$ cat src/rtl/sect_guard_pkg.sv
package sect_guard_pkg;
  localparam logic [7:0] KEY_B0   = 8'h3D;
  localparam logic [7:0] KEY_B1   = 8'h2A;
  localparam logic [7:0] KEY_B2   = 8'h7F;
  localparam logic [7:0] SUF_ON   = 8'hA9;
  localparam logic [7:0] SUF_OFF  = 8'h9A;
  localparam logic [7:0] SUF_WIPE = 8'hCF;
  localparam logic [7:0] SUF_LOAD = 8'hFC;
  localparam logic [7:0] OP_STAT  = 8'hD7;
  localparam logic [7:0] OP_MAPRD = 8'h32;
  localparam logic [3:0] DENSITY  = 4'b1101;

  typedef enum logic [3:0] {
    CMD_IDLE,
    CMD_PFX,
    CMD_RDH,
    CMD_STAT,
    CMD_RDMAP,
    CMD_ON,
    CMD_OFF,
    CMD_WIPE,
    CMD_LOAD,
    CMD_VOID
  } cmd_e;
endpackage

$ cat src/rtl/sg_cmd_parse.sv
module sg_cmd_parse
  import sect_guard_pkg::*;
#(
  parameter int SECT_W = 4,
  parameter int IDX_W  = 5
) (
  input  logic                             clk,
  input  logic                             rst,
  input  logic                             frame_active,
  input  logic                             rx_valid,
  input  logic [7:0]                       rx_byte,
  input  logic                             busy_any,
  input  logic [7:0]                       status_byte,
  input  logic [(1<<SECT_W)-1:0][7:0]      map,
  output logic [7:0]                       tx_byte,
  output logic                             stg_we,
  output logic [SECT_W-1:0]                stg_addr,
  output logic [7:0]                       stg_data,
  output logic                             ev_on,
  output logic                             ev_off,
  output logic                             ev_wipe,
  output logic                             ev_load
);
  localparam int NSECT = 1 << SECT_W;
  localparam int LC_W  = SECT_W + 1;
  localparam logic [IDX_W-1:0] RD_LEAD = IDX_W'(7);

  cmd_e              kind, kind_n;
  logic [IDX_W-1:0]  idx;
  logic [SECT_W-1:0] rd_ptr;
  logic [LC_W-1:0]   load_cnt;
  logic              frame_q;
  logic              frame_end;
  logic              load_room;

  assign frame_end = frame_q & ~frame_active;
  assign load_room = load_cnt < LC_W'(NSECT);

  always_comb begin
    kind_n = kind;
    unique case (kind)
      CMD_IDLE: begin
        if (rx_byte == OP_STAT)       kind_n = CMD_STAT;
        else if (busy_any)            kind_n = CMD_VOID;
        else if (rx_byte == KEY_B0)   kind_n = CMD_PFX;
        else if (rx_byte == OP_MAPRD) kind_n = CMD_RDH;
        else                          kind_n = CMD_VOID;
      end
      CMD_PFX: begin
        if (idx == IDX_W'(1)) begin
          if (rx_byte != KEY_B1) kind_n = CMD_VOID;
        end else if (idx == IDX_W'(2)) begin
          if (rx_byte != KEY_B2) kind_n = CMD_VOID;
        end else begin
          unique case (rx_byte)
            SUF_ON:   kind_n = CMD_ON;
            SUF_OFF:  kind_n = CMD_OFF;
            SUF_WIPE: kind_n = CMD_WIPE;
            SUF_LOAD: kind_n = CMD_LOAD;
            default:  kind_n = CMD_VOID;
          endcase
        end
      end
      CMD_RDH: begin
        if (rx_byte != 8'h00)         kind_n = CMD_VOID;
        else if (idx == IDX_W'(3))    kind_n = CMD_RDMAP;
      end
      CMD_ON, CMD_OFF, CMD_WIPE:      kind_n = CMD_VOID;
      default:                        kind_n = kind;
    endcase
  end

  always_ff @(posedge clk) begin
    if (rst) frame_q <= 1'b0;
    else     frame_q <= frame_active;
  end

  always_ff @(posedge clk) begin
    if (rst || !frame_active) begin
      kind     <= CMD_IDLE;
      idx      <= '0;
      rd_ptr   <= '0;
      load_cnt <= '0;
      tx_byte  <= 8'h00;
    end else if (rx_valid) begin
      kind <= kind_n;
      if (idx != {IDX_W{1'b1}}) idx <= idx + 1'b1;
      if (kind_n == CMD_STAT) begin
        tx_byte <= status_byte;
      end else if (kind_n == CMD_RDMAP && idx >= RD_LEAD) begin
        tx_byte <= map[rd_ptr];
        rd_ptr  <= rd_ptr + 1'b1;
      end else begin
        tx_byte <= 8'h00;
      end
      if (kind == CMD_LOAD && load_room) load_cnt <= load_cnt + 1'b1;
    end
  end

  assign stg_we   = frame_active & rx_valid & (kind == CMD_LOAD) & load_room;
  assign stg_addr = load_cnt[SECT_W-1:0];
  assign stg_data = rx_byte;

  assign ev_on   = frame_end & (kind == CMD_ON);
  assign ev_off  = frame_end & (kind == CMD_OFF);
  assign ev_wipe = frame_end & (kind == CMD_WIPE);
  assign ev_load = frame_end & (kind == CMD_LOAD) & (load_cnt == LC_W'(NSECT));
endmodule

$ cat src/rtl/sg_map_store.sv
module sg_map_store #(
  parameter int SECT_W      = 4,
  parameter int BUSY_CYCLES = 40
) (
  input  logic                        clk,
  input  logic                        rst,
  input  logic                        wp,
  input  logic                        ev_on,
  input  logic                        ev_off,
  input  logic                        ev_wipe,
  input  logic                        ev_load,
  input  logic                        stg_we,
  input  logic [SECT_W-1:0]           stg_addr,
  input  logic [7:0]                  stg_data,
  output logic [(1<<SECT_W)-1:0][7:0] map,
  output logic                        sw_en,
  output logic                        busy
);
  localparam int NSECT = 1 << SECT_W;
  localparam int CNT_W = $clog2(BUSY_CYCLES + 1);

  logic [NSECT-1:0][7:0] stage;
  logic [CNT_W-1:0]      cnt;
  logic                  op_load;

  always_ff @(posedge clk) begin
    if (stg_we) stage[stg_addr] <= stg_data;
  end

  always_ff @(posedge clk) begin
    if (rst) begin
      sw_en   <= 1'b0;
      busy    <= 1'b0;
      cnt     <= '0;
      op_load <= 1'b0;
      map     <= '0;
    end else begin
      if (ev_on)         sw_en <= 1'b1;
      if (ev_off && !wp) sw_en <= 1'b0;
      if (!busy && (ev_wipe || ev_load)) begin
        busy    <= 1'b1;
        cnt     <= CNT_W'(BUSY_CYCLES - 1);
        op_load <= ev_load;
      end else if (busy) begin
        if (cnt == '0) begin
          busy <= 1'b0;
          map  <= op_load ? stage : '1;
        end else begin
          cnt <= cnt - 1'b1;
        end
      end
    end
  end
endmodule

$ cat src/rtl/sg_page_lookup.sv
module sg_page_lookup #(
  parameter int PAGE_W    = 13,
  parameter int SECT_W    = 4,
  parameter int SUB_PAGES = 8
) (
  input  logic                        clk,
  input  logic                        rst,
  input  logic [PAGE_W-1:0]           page_addr,
  input  logic [(1<<SECT_W)-1:0][7:0] map,
  input  logic                        prot_on,
  output logic                        page_prot
);
  localparam int OFF_W = PAGE_W - SECT_W;

  logic [SECT_W-1:0] sector;
  logic [7:0]        sel_map;
  logic              low_part;
  logic              hit;

  assign sector   = page_addr[PAGE_W-1 -: SECT_W];
  assign sel_map  = map[sector];
  assign low_part = page_addr[OFF_W-1:0] < OFF_W'(SUB_PAGES);

  always_comb begin
    if (sector == '0) hit = low_part ? (&sel_map[7:6]) : (&sel_map[5:4]);
    else              hit = &sel_map;
  end

  always_ff @(posedge clk) begin
    if (rst) page_prot <= 1'b0;
    else     page_prot <= prot_on & hit;
  end
endmodule

$ cat src/rtl/sect_guard.sv
module sect_guard
  import sect_guard_pkg::*;
#(
  parameter int PAGE_W      = 13,
  parameter int SECT_W      = 4,
  parameter int SUB_PAGES   = 8,
  parameter int BUSY_CYCLES = 40
) (
  input  logic              clk,
  input  logic              rst,
  input  logic              frame_active,
  input  logic              rx_valid,
  input  logic [7:0]        rx_byte,
  output logic [7:0]        tx_byte,
  input  logic              wp,
  input  logic              ext_busy,
  input  logic              cmp_mismatch,
  input  logic [PAGE_W-1:0] page_addr,
  output logic              page_prot,
  output logic              prot_enabled,
  output logic              busy
);
  localparam int NSECT = 1 << SECT_W;

  logic [NSECT-1:0][7:0] map;
  logic                  sw_en, prot_on;
  logic                  stg_we;
  logic [SECT_W-1:0]     stg_addr;
  logic [7:0]            stg_data;
  logic                  ev_on, ev_off, ev_wipe, ev_load;
  logic [7:0]            status_byte;

  assign prot_on     = sw_en | wp;
  assign status_byte = {~(busy | ext_busy), cmp_mismatch, DENSITY, prot_on, 1'b0};

  always_ff @(posedge clk) begin
    if (rst) prot_enabled <= 1'b0;
    else     prot_enabled <= prot_on;
  end

  sg_cmd_parse #(.SECT_W(SECT_W)) u_parse (
    .clk(clk), .rst(rst), .frame_active(frame_active), .rx_valid(rx_valid),
    .rx_byte(rx_byte), .busy_any(busy | ext_busy), .status_byte(status_byte),
    .map(map), .tx_byte(tx_byte), .stg_we(stg_we), .stg_addr(stg_addr),
    .stg_data(stg_data), .ev_on(ev_on), .ev_off(ev_off), .ev_wipe(ev_wipe),
    .ev_load(ev_load)
  );

  sg_map_store #(.SECT_W(SECT_W), .BUSY_CYCLES(BUSY_CYCLES)) u_store (
    .clk(clk), .rst(rst), .wp(wp), .ev_on(ev_on), .ev_off(ev_off),
    .ev_wipe(ev_wipe), .ev_load(ev_load), .stg_we(stg_we), .stg_addr(stg_addr),
    .stg_data(stg_data), .map(map), .sw_en(sw_en), .busy(busy)
  );

  sg_page_lookup #(.PAGE_W(PAGE_W), .SECT_W(SECT_W), .SUB_PAGES(SUB_PAGES)) u_lookup (
    .clk(clk), .rst(rst), .page_addr(page_addr), .map(map), .prot_on(prot_on),
    .page_prot(page_prot)
  );
endmodule

$ cat config.mk
export PLATFORM = sky130hd
export DESIGN_NAME = sect_guard
export DESIGN_NICKNAME = d
export VERILOG_FILES = /design/src/rtl/sect_guard_pkg.sv /design/src/rtl/sg_cmd_parse.sv /design/src/rtl/sg_map_store.sv /design/src/rtl/sg_page_lookup.sv /design/src/rtl/sect_guard.sv
export SDC_FILE = /design/constraint.sdc
export NUM_CORES = 1
export LEC_CHECK = 0
export ABC_AREA = 1
export BUFFER_PORTS_ARGS = -buffer_cell sky130_fd_sc_hd__buf_2
export CAP_MARGIN = 20
export CELL_PAD_IN_SITES_DETAIL_PLACEMENT = 0
export CELL_PAD_IN_SITES_GLOBAL_PLACEMENT = 1
export CORE_UTILIZATION = 43
export DETAILED_ROUTE_END_ITERATION = 8
export PLACE_DENSITY_LB_ADDON = 0.1
export SYNTH_ARGS = -nofsm -noshare
export SYNTH_HDL_FRONTEND = slang
export SYNTH_HIERARCHICAL = 1
export SYNTH_SLANG_ARGS = --single-unit
$ cat constraint.sdc
create_clock -name clk -period 2.4 [get_ports clk]
set_input_delay 0.24 -clock clk [delete_from_list [all_inputs] [get_ports clk]]
set_output_delay 0.24 -clock clk [all_outputs]
set_load 0.005 [all_outputs]
# After elaboration in Yosys (flattened, before gate mapping)
# Cells that the tools add are included.
dict set report op_classes {
  n_eq_ne 23
  addsub 4
  n_bitwise 17
  reduce_logical 27
  mux 30
  magnitude_cmp 7
}
# operator count
set ops {}
lappend ops {{$bwmux 128} 1}
lappend ops {{$mux 128} 1}
lappend ops {{$bmux 8 s4} 2}
lappend ops {{$eq 8x8->1 const B} 5}
lappend ops {{$mux 4} 10}
lappend ops {{$mux 8} 5}
lappend ops {{$demux 8 s4} 1}
lappend ops {{$pmux 4 s4} 2}
lappend ops {{$mux 6} 3}
lappend ops {{$eq 4x3->1 const B} 4}
lappend ops {{$eq 8x6->1 const B} 2}
lappend ops {{$lt 4x5->1 const B} 3}
lappend ops {{$reduce_and 2->1} 6}
lappend ops {{$add 5x1->5 const B} 2}
lappend ops {{$and 1x1->1} 10}
lappend ops {{$eq 5x2->1 const B} 2}
lappend ops {{$lt 9x4->1 const B} 1}
lappend ops {{$eq 4x2->1 const B} 2}
lappend ops {{$logic_not 4->1} 2}
lappend ops {{$ne 8x6->1 const B} 1}
lappend ops {{$ne 8x7->1 const B} 1}
lappend ops {{$reduce_and 8->1} 1}
lappend ops {{$reduce_bool 8->1} 1}
lappend ops {{$logic_not 6->1} 1}
lappend ops {{21 further kinds} 39}
dict set report word_totals {
  input_bits 28
  register_bits 294
  output_inout_bits 11
  wordCells 153
}

# Depth between registers and ports, before layout
dict set report depth {
  depth_word 10
  mapped_depth 17
  depth_no_buf 17
}

# Modules after synthesis
# The synthesis kept the hierarchy.
# module cells_each area_each_um2 seq_area_each_um2 instances
set modules_own_cells {}
lappend modules_own_cells {sg_map_store 790 9117.5 6586.3 1}
lappend modules_own_cells {sg_cmd_parse 584 3422.0 540.5 1}
lappend modules_own_cells {sg_page_lookup 199 879.6 20.0 1}
lappend modules_own_cells {sect_guard 8 48.8 20.0 1}

# Least setup slack after synthesis
# Ideal clock, no wire load.
dict set report synth_timing {
  path_type {register to register}
  start {register u_parse.kind[0]}
  end {register u_store/stage[72] in the netlist's numbering (enable)}
  t_arrival_ns 2.021
  synth_period_minus_slack_ns 2.404
  path_slack_ns -0.004
  setup_ns 0.383
  stages_incl_launch_ff 10
  required_time_ns 2.017
  path_buffers 0
  path_cell_list {dfxtp_1 > inv_1 > nand2_1 > nor3_1 > inv_1 > nor3_1 > inv_1 > nor2_1 > clkinv_1 > nor3_1}
}
dict set report synth_between {
  elab_chain_cells 3
}
# item line_no
set synth_lines {}
lappend synth_lines {{start: declaration} sg_cmd_parse.sv:28} ;# cmd_e kind, kind_n;
lappend synth_lines {{start signal: assignment} sg_cmd_parse.sv:86} ;# kind <= kind_n;
lappend synth_lines {{$eq 4x4->1} sg_cmd_parse.sv:100} ;# assign stg_we = frame_active & rx_valid & (kind == CMD_LOAD) & load_room;
lappend synth_lines {{$and 1x1->1 (2 in a row)} sg_cmd_parse.sv:100}
lappend synth_lines {{via stg_we} sect_guard.sv:27} ;# logic stg_we;
lappend synth_lines {{end signal: indexed assignment} sg_map_store.sv:27} ;# if (stg_we) stage[stg_addr] <= stg_data;
lappend synth_lines {{end: declaration} sg_map_store.sv:22} ;# logic [NSECT-1:0][7:0] stage;
# The timed path passes the listed nets, and every way through them passes these cells.
# A chain may end at the register's enable or synchronous reset.

# Worst setup path in the final report
dict set report layout_timing {
  start {register u_parse.rd_ptr[0]}
  end {register u_parse.tx_byte[4]}
}
dict set report layout_between {
  elab_chain_cells 4
}
# item line_no
set layout_lines {}
lappend layout_lines {{start: declaration} sg_cmd_parse.sv:30} ;# logic [SECT_W-1:0] rd_ptr;
lappend layout_lines {{start signal: assignment} sg_cmd_parse.sv:92} ;# rd_ptr <= rd_ptr + 1'b1;
lappend layout_lines {{$bmux 8 s4} sg_cmd_parse.sv:91} ;# tx_byte <= map[rd_ptr];
lappend layout_lines {{$mux 8 (implied by the code)} sg_cmd_parse.sv:91}
lappend layout_lines {{$mux 8} sg_cmd_parse.sv:90} ;# end else if (kind_n == CMD_RDMAP && idx >= RD_LEAD) begin
lappend layout_lines {{$mux 8} sg_cmd_parse.sv:88} ;# if (kind_n == CMD_STAT) begin
lappend layout_lines {{end signal: assignment} sg_cmd_parse.sv:89} ;# tx_byte <= status_byte;
lappend layout_lines {{end signal: assignment} sg_cmd_parse.sv:91}
lappend layout_lines {{end: declaration} sg_cmd_parse.sv:15} ;# output logic [7:0] tx_byte,
# No other way between the ends. The select of a mux whose other input is x is not followed.

==> results.sh <==
export IMPL_post_synth_main_area_contributors="edfxtp_1, dfxtp_1, nand2_1, a21oi_1, o21ai_0"
export IMPL_synth_largest_type_area_fraction=0.285
export IMPL_clock_period_minus_worst_slack_ns=2.17
export IMPL_critical_path_endpoint_type="flip-flop"
export IMPL_vias_per_cell=5.25
export IMPL_powerDensity_nw_per_um2=708
export IMPL_crit_path_start_kind="flip-flop"
export IMPL_grt_first_pass_wirelength_microns=57600
export IMPL_layout_common_cells="nand2_1, a21oi_1, dfxtp_1, o21ai_0, edfxtp_1"
export IMPL_die_area_sq_um=32000
export IMPL_dpl_cell_count=1971
export IMPL_largest_voltage_drop_on_the_vdd_net_uv=397
export IMPL_cp_data_required_time_ns=2.75
export IMPL_post_cts_setup_buffer_count=0
export IMPL_clockBufferDepth=3
export IMPL_report_final_hold_viol_count=0
export IMPL_synth_compound_gate_area_share=0.166
export IMPL_clock_sinks=294
export IMPL_most_common_cell_after_layout_fill_and_taps_aside="nand2_1"
export IMPL_final_setup_skew_ns=0.0226
export IMPL_rows=64
export IMPL_grt_antenna_before_repair=1
export IMPL_clk_transition_reported_paths_ns=0.06
export IMPL_max_cap_viol_count=0
export IMPL_io_buffers=35
export IMPL_drt_pass1_iter_count=4
export IMPL_synth_cell_area_sq_um=13500
export IMPL_clock_tree_from_tritoncts="done"
export IMPL_grt_max_degree=130
export IMPL_dr_first_iter_drc_count=791
export IMPL_cts_root_buf="clkbuf_16"
export IMPL_stdcell_count=2036
export IMPL_period_share=0.904
export IMPL_maxSlewHeadroom=0.487
export IMPL_crit_reg2reg_launch="u_parse/rd_ptr[0]"
export IMPL_die_height_microns=179
export IMPL_post_synthesis_instance_total=1581
export IMPL_fp_dieW_microns=179
export IMPL_yosysWarnings=6
export IMPL_cpMostUsedCell="nand2_1"
export IMPL_timing_setup_critical_path_class="reg2reg"
export IMPL_design_core_area_sq_um=30700
export IMPL_fin_nets=1650
export IMPL_max_slew_worst_pin_slew_ns=0.769
export IMPL_wl_met3_microns=2000
export IMPL_maxClockFrequency_ghz=0.461
export IMPL_maxSlewViolCount=0
export IMPL_clock_insertion_delay_worst_skew_ns=0.51
export IMPL_highest_signal_layer="met4"
export IMPL_io_count=39
export IMPL_synth_seq_cells=294
export IMPL_crit_arrival_ns=2.52
export IMPL_post_synthesis_share_of_cell_area_spent_on_and_or_nand_and_nor_gates=0.182
export IMPL_timing_critical_path_slowest_stage_cell="dfxtp_4"
export IMPL_detail_route_antenna_nets=0
export IMPL_gr_total_overflow=0
export IMPL_synthFlopType="dfxtp_1"
export IMPL_gp_congestion=0.834
export IMPL_dr_total_vias=10683
export IMPL_wl_met1_microns=17500
export IMPL_routed_wirelength_microns=37600
export IMPL_globalRouteTotalUtil=0.239
export IMPL_hold_crit_path_type="in2reg"
export IMPL_critical_path_cell_chain="buf_12 -> mux2_2 -> o21ai_0 -> nand2_1 -> nand3_1 -> nand2_1 -> nand4_1 -> nand2_1 -> nand2_1 -> a21oi_1"
export IMPL_synthDistinctLibCells=40
export IMPL_synth_edff_count=128
export IMPL_wl_per_cell_microns=18.4
export IMPL_drive_gt1_frac=0.123
export IMPL_route_detailed_drc=0
export IMPL_wl_met2_microns=17200
export IMPL_setup_violations_final=0
export IMPL_first_global_vias=9965
export IMPL_dp_hpwl_microns=23900
export IMPL_highest_net_fanout_along_the_worst_path=31
export IMPL_area_growth_syn_to_layout_pct=12.6
export IMPL_grt_setup_unrepaired="false"
export IMPL_holdCritStartpoint="rst"
export IMPL_async_flop_share=0
export IMPL_cts_htree_levels=2
export IMPL_timing_hold_ws_ns=0.0223
export IMPL_number_of_clock_buffers_inserted_by_tritoncts=35
export IMPL_post_synth_cell_area_avg_sq_um=8.52
export IMPL_worst_path_largest_cell_delay_ns=0.48
export IMPL_outcome="finished, final reports clean"
export IMPL_yosysTopAreaCell="edfxtp_1"
export IMPL_synth_seq_area_share=0.532
export IMPL_worstSetupStartpoint="u_parse/rd_ptr[0]"
export IMPL_portion_of_netlist_area_occupied_by_mux_cells=0.0244
export IMPL_xor_xnor_fraction_of_synth_area=0.00325
export IMPL_synth_top_family_by_area="simple AND/OR/NAND/NOR gates"
export IMPL_start_util=0.439
export IMPL_post_synthesis_adder_cell_area_fraction=0.00836
export IMPL_leakagePower_nw=5.47
## state kept, by name (all words and copies together), names as in the netlist
register / flops
u_store/op_load: 1
u_parse/kind: 4
u_lookup/page_prot: 1
u_store/map: 128
u_store/busy: 1
u_store/cnt: 6
u_parse/load_cnt: 5
u_parse/rd_ptr: 4
u_parse/frame_q: 1
prot_enabled: 1
u_parse/tx_byte: 8
u_store/sw_en: 1
u_store/stage: 128
u_parse/idx: 5
## cell usage after synthesis, types with 9 or more instances
library cell  instances
inv_1               124
edfxtp_1            128
nor2_1               87
nand4_1              20
nor3_1               15
o21ai_1              77
nand3_1              66
nor2_2                9
a21oi_1             207
nand2_1             345
o21ai_0             137
inv_2                 9
mux2_2               15
buf_4                39
ha_1                  9
clkbuf_1             29
dfxtp_1             166
mux2i_1              16
nor2_4                9
buf_2                23
## worst paths after layout
| check | to | slack (ns) | cells after the start |
|---|---|---|---|
| setup / recovery | u_parse/tx_byte[4] | 0.23 | 10 |
| hold / removal | u_store/map[71] | 0.02 | 2 |
| setup reg to reg | u_parse/tx_byte[4] | 0.23 | 10 |
| hold reg to reg | u_parse/tx_byte[2] | 0.47 | 2 |
## kinds of logic after synthesis
| group | count (synthesis) |
|---|---|
| AOI/OAI and AO/OA | 437 |
| DFF | 294 |
| muxes | 31 |
| buffers and inverters | 238 |
| adders and majority gates | 9 |
| other | 2 |
| and+or+nand+nor | 565 |
| xor gates and xnor gates | 5 |
## final cells by class
type                            instances  area [sq um]
Antenna cell                            2          5.00
Clock buffer                           48           965
Clock inverter                         14           124
Fill cell                            2976         15500
Inverter                              137           517
Multi-Input combinational cell       1052          5190
Sequential cell                       294          7170
Tap cell                              396           495
Timing Repair Buffer                   93           703
## what timing repair did
| item | in CTS | in global routing |
|---|---|---|
| hold endpoints to repair | 1 | 0 |
| hold buffers | 1 | 0 |
| resized for setup | 0 | 1 |
| endpoints found under the setup margin | 0 | 17 |
## metal layers
metal | vias up | track usage
li1 | 5377 | -
met1 | 5017 | 0.336
met2 | 230 | 0.383
met3 | 59 | 0.0329
met4 | 0 | 0.0678
met5 | - | 0
## where the power goes
group	switching [mW]	leakage (nW)	internal (mW)	total, mW
clock	2.04	0.531	3.03	5.07
sequential	0.00542	2.49	5.22	5.23
combinational	0.323	2.45	0.114	0.437
total	2.37	5.47	8.36	10.7
## critical path, delay by kind of cell, from the launching register on
family                 cells  cell delay (ns)
AO/OA/AOI/OAI              2             0.37
flip-flops                 1             0.48
AND/OR/NAND/NOR            6             0.57
buffers and inverters      1             0.23
multiplexers               1             0.35
## per-stage QoR
| step | util | worst slack (ns) | cell area (sq um) | total power, mW | TNS [ns] |
|---|---|---|---|---|---|
| floorplan | - | -0.00394 | 13500 | 5.60 | -0.252 |
| global placement | 0.458 | 0.192 | 14100 | 5.77 | 0 |
| detailed placement | 0.458 | 0.205 | 14100 | 5.77 | 0 |
| CTS | 0.494 | 0.195 | 15200 | 10.8 | 0 |
| global route | 0.494 | 0.0639 | 15200 | 11.1 | 0 |
| finish | 0.495 | 0.230 | 15200 | 10.7 | 0 |
Power figures use the tool's default switching activity.
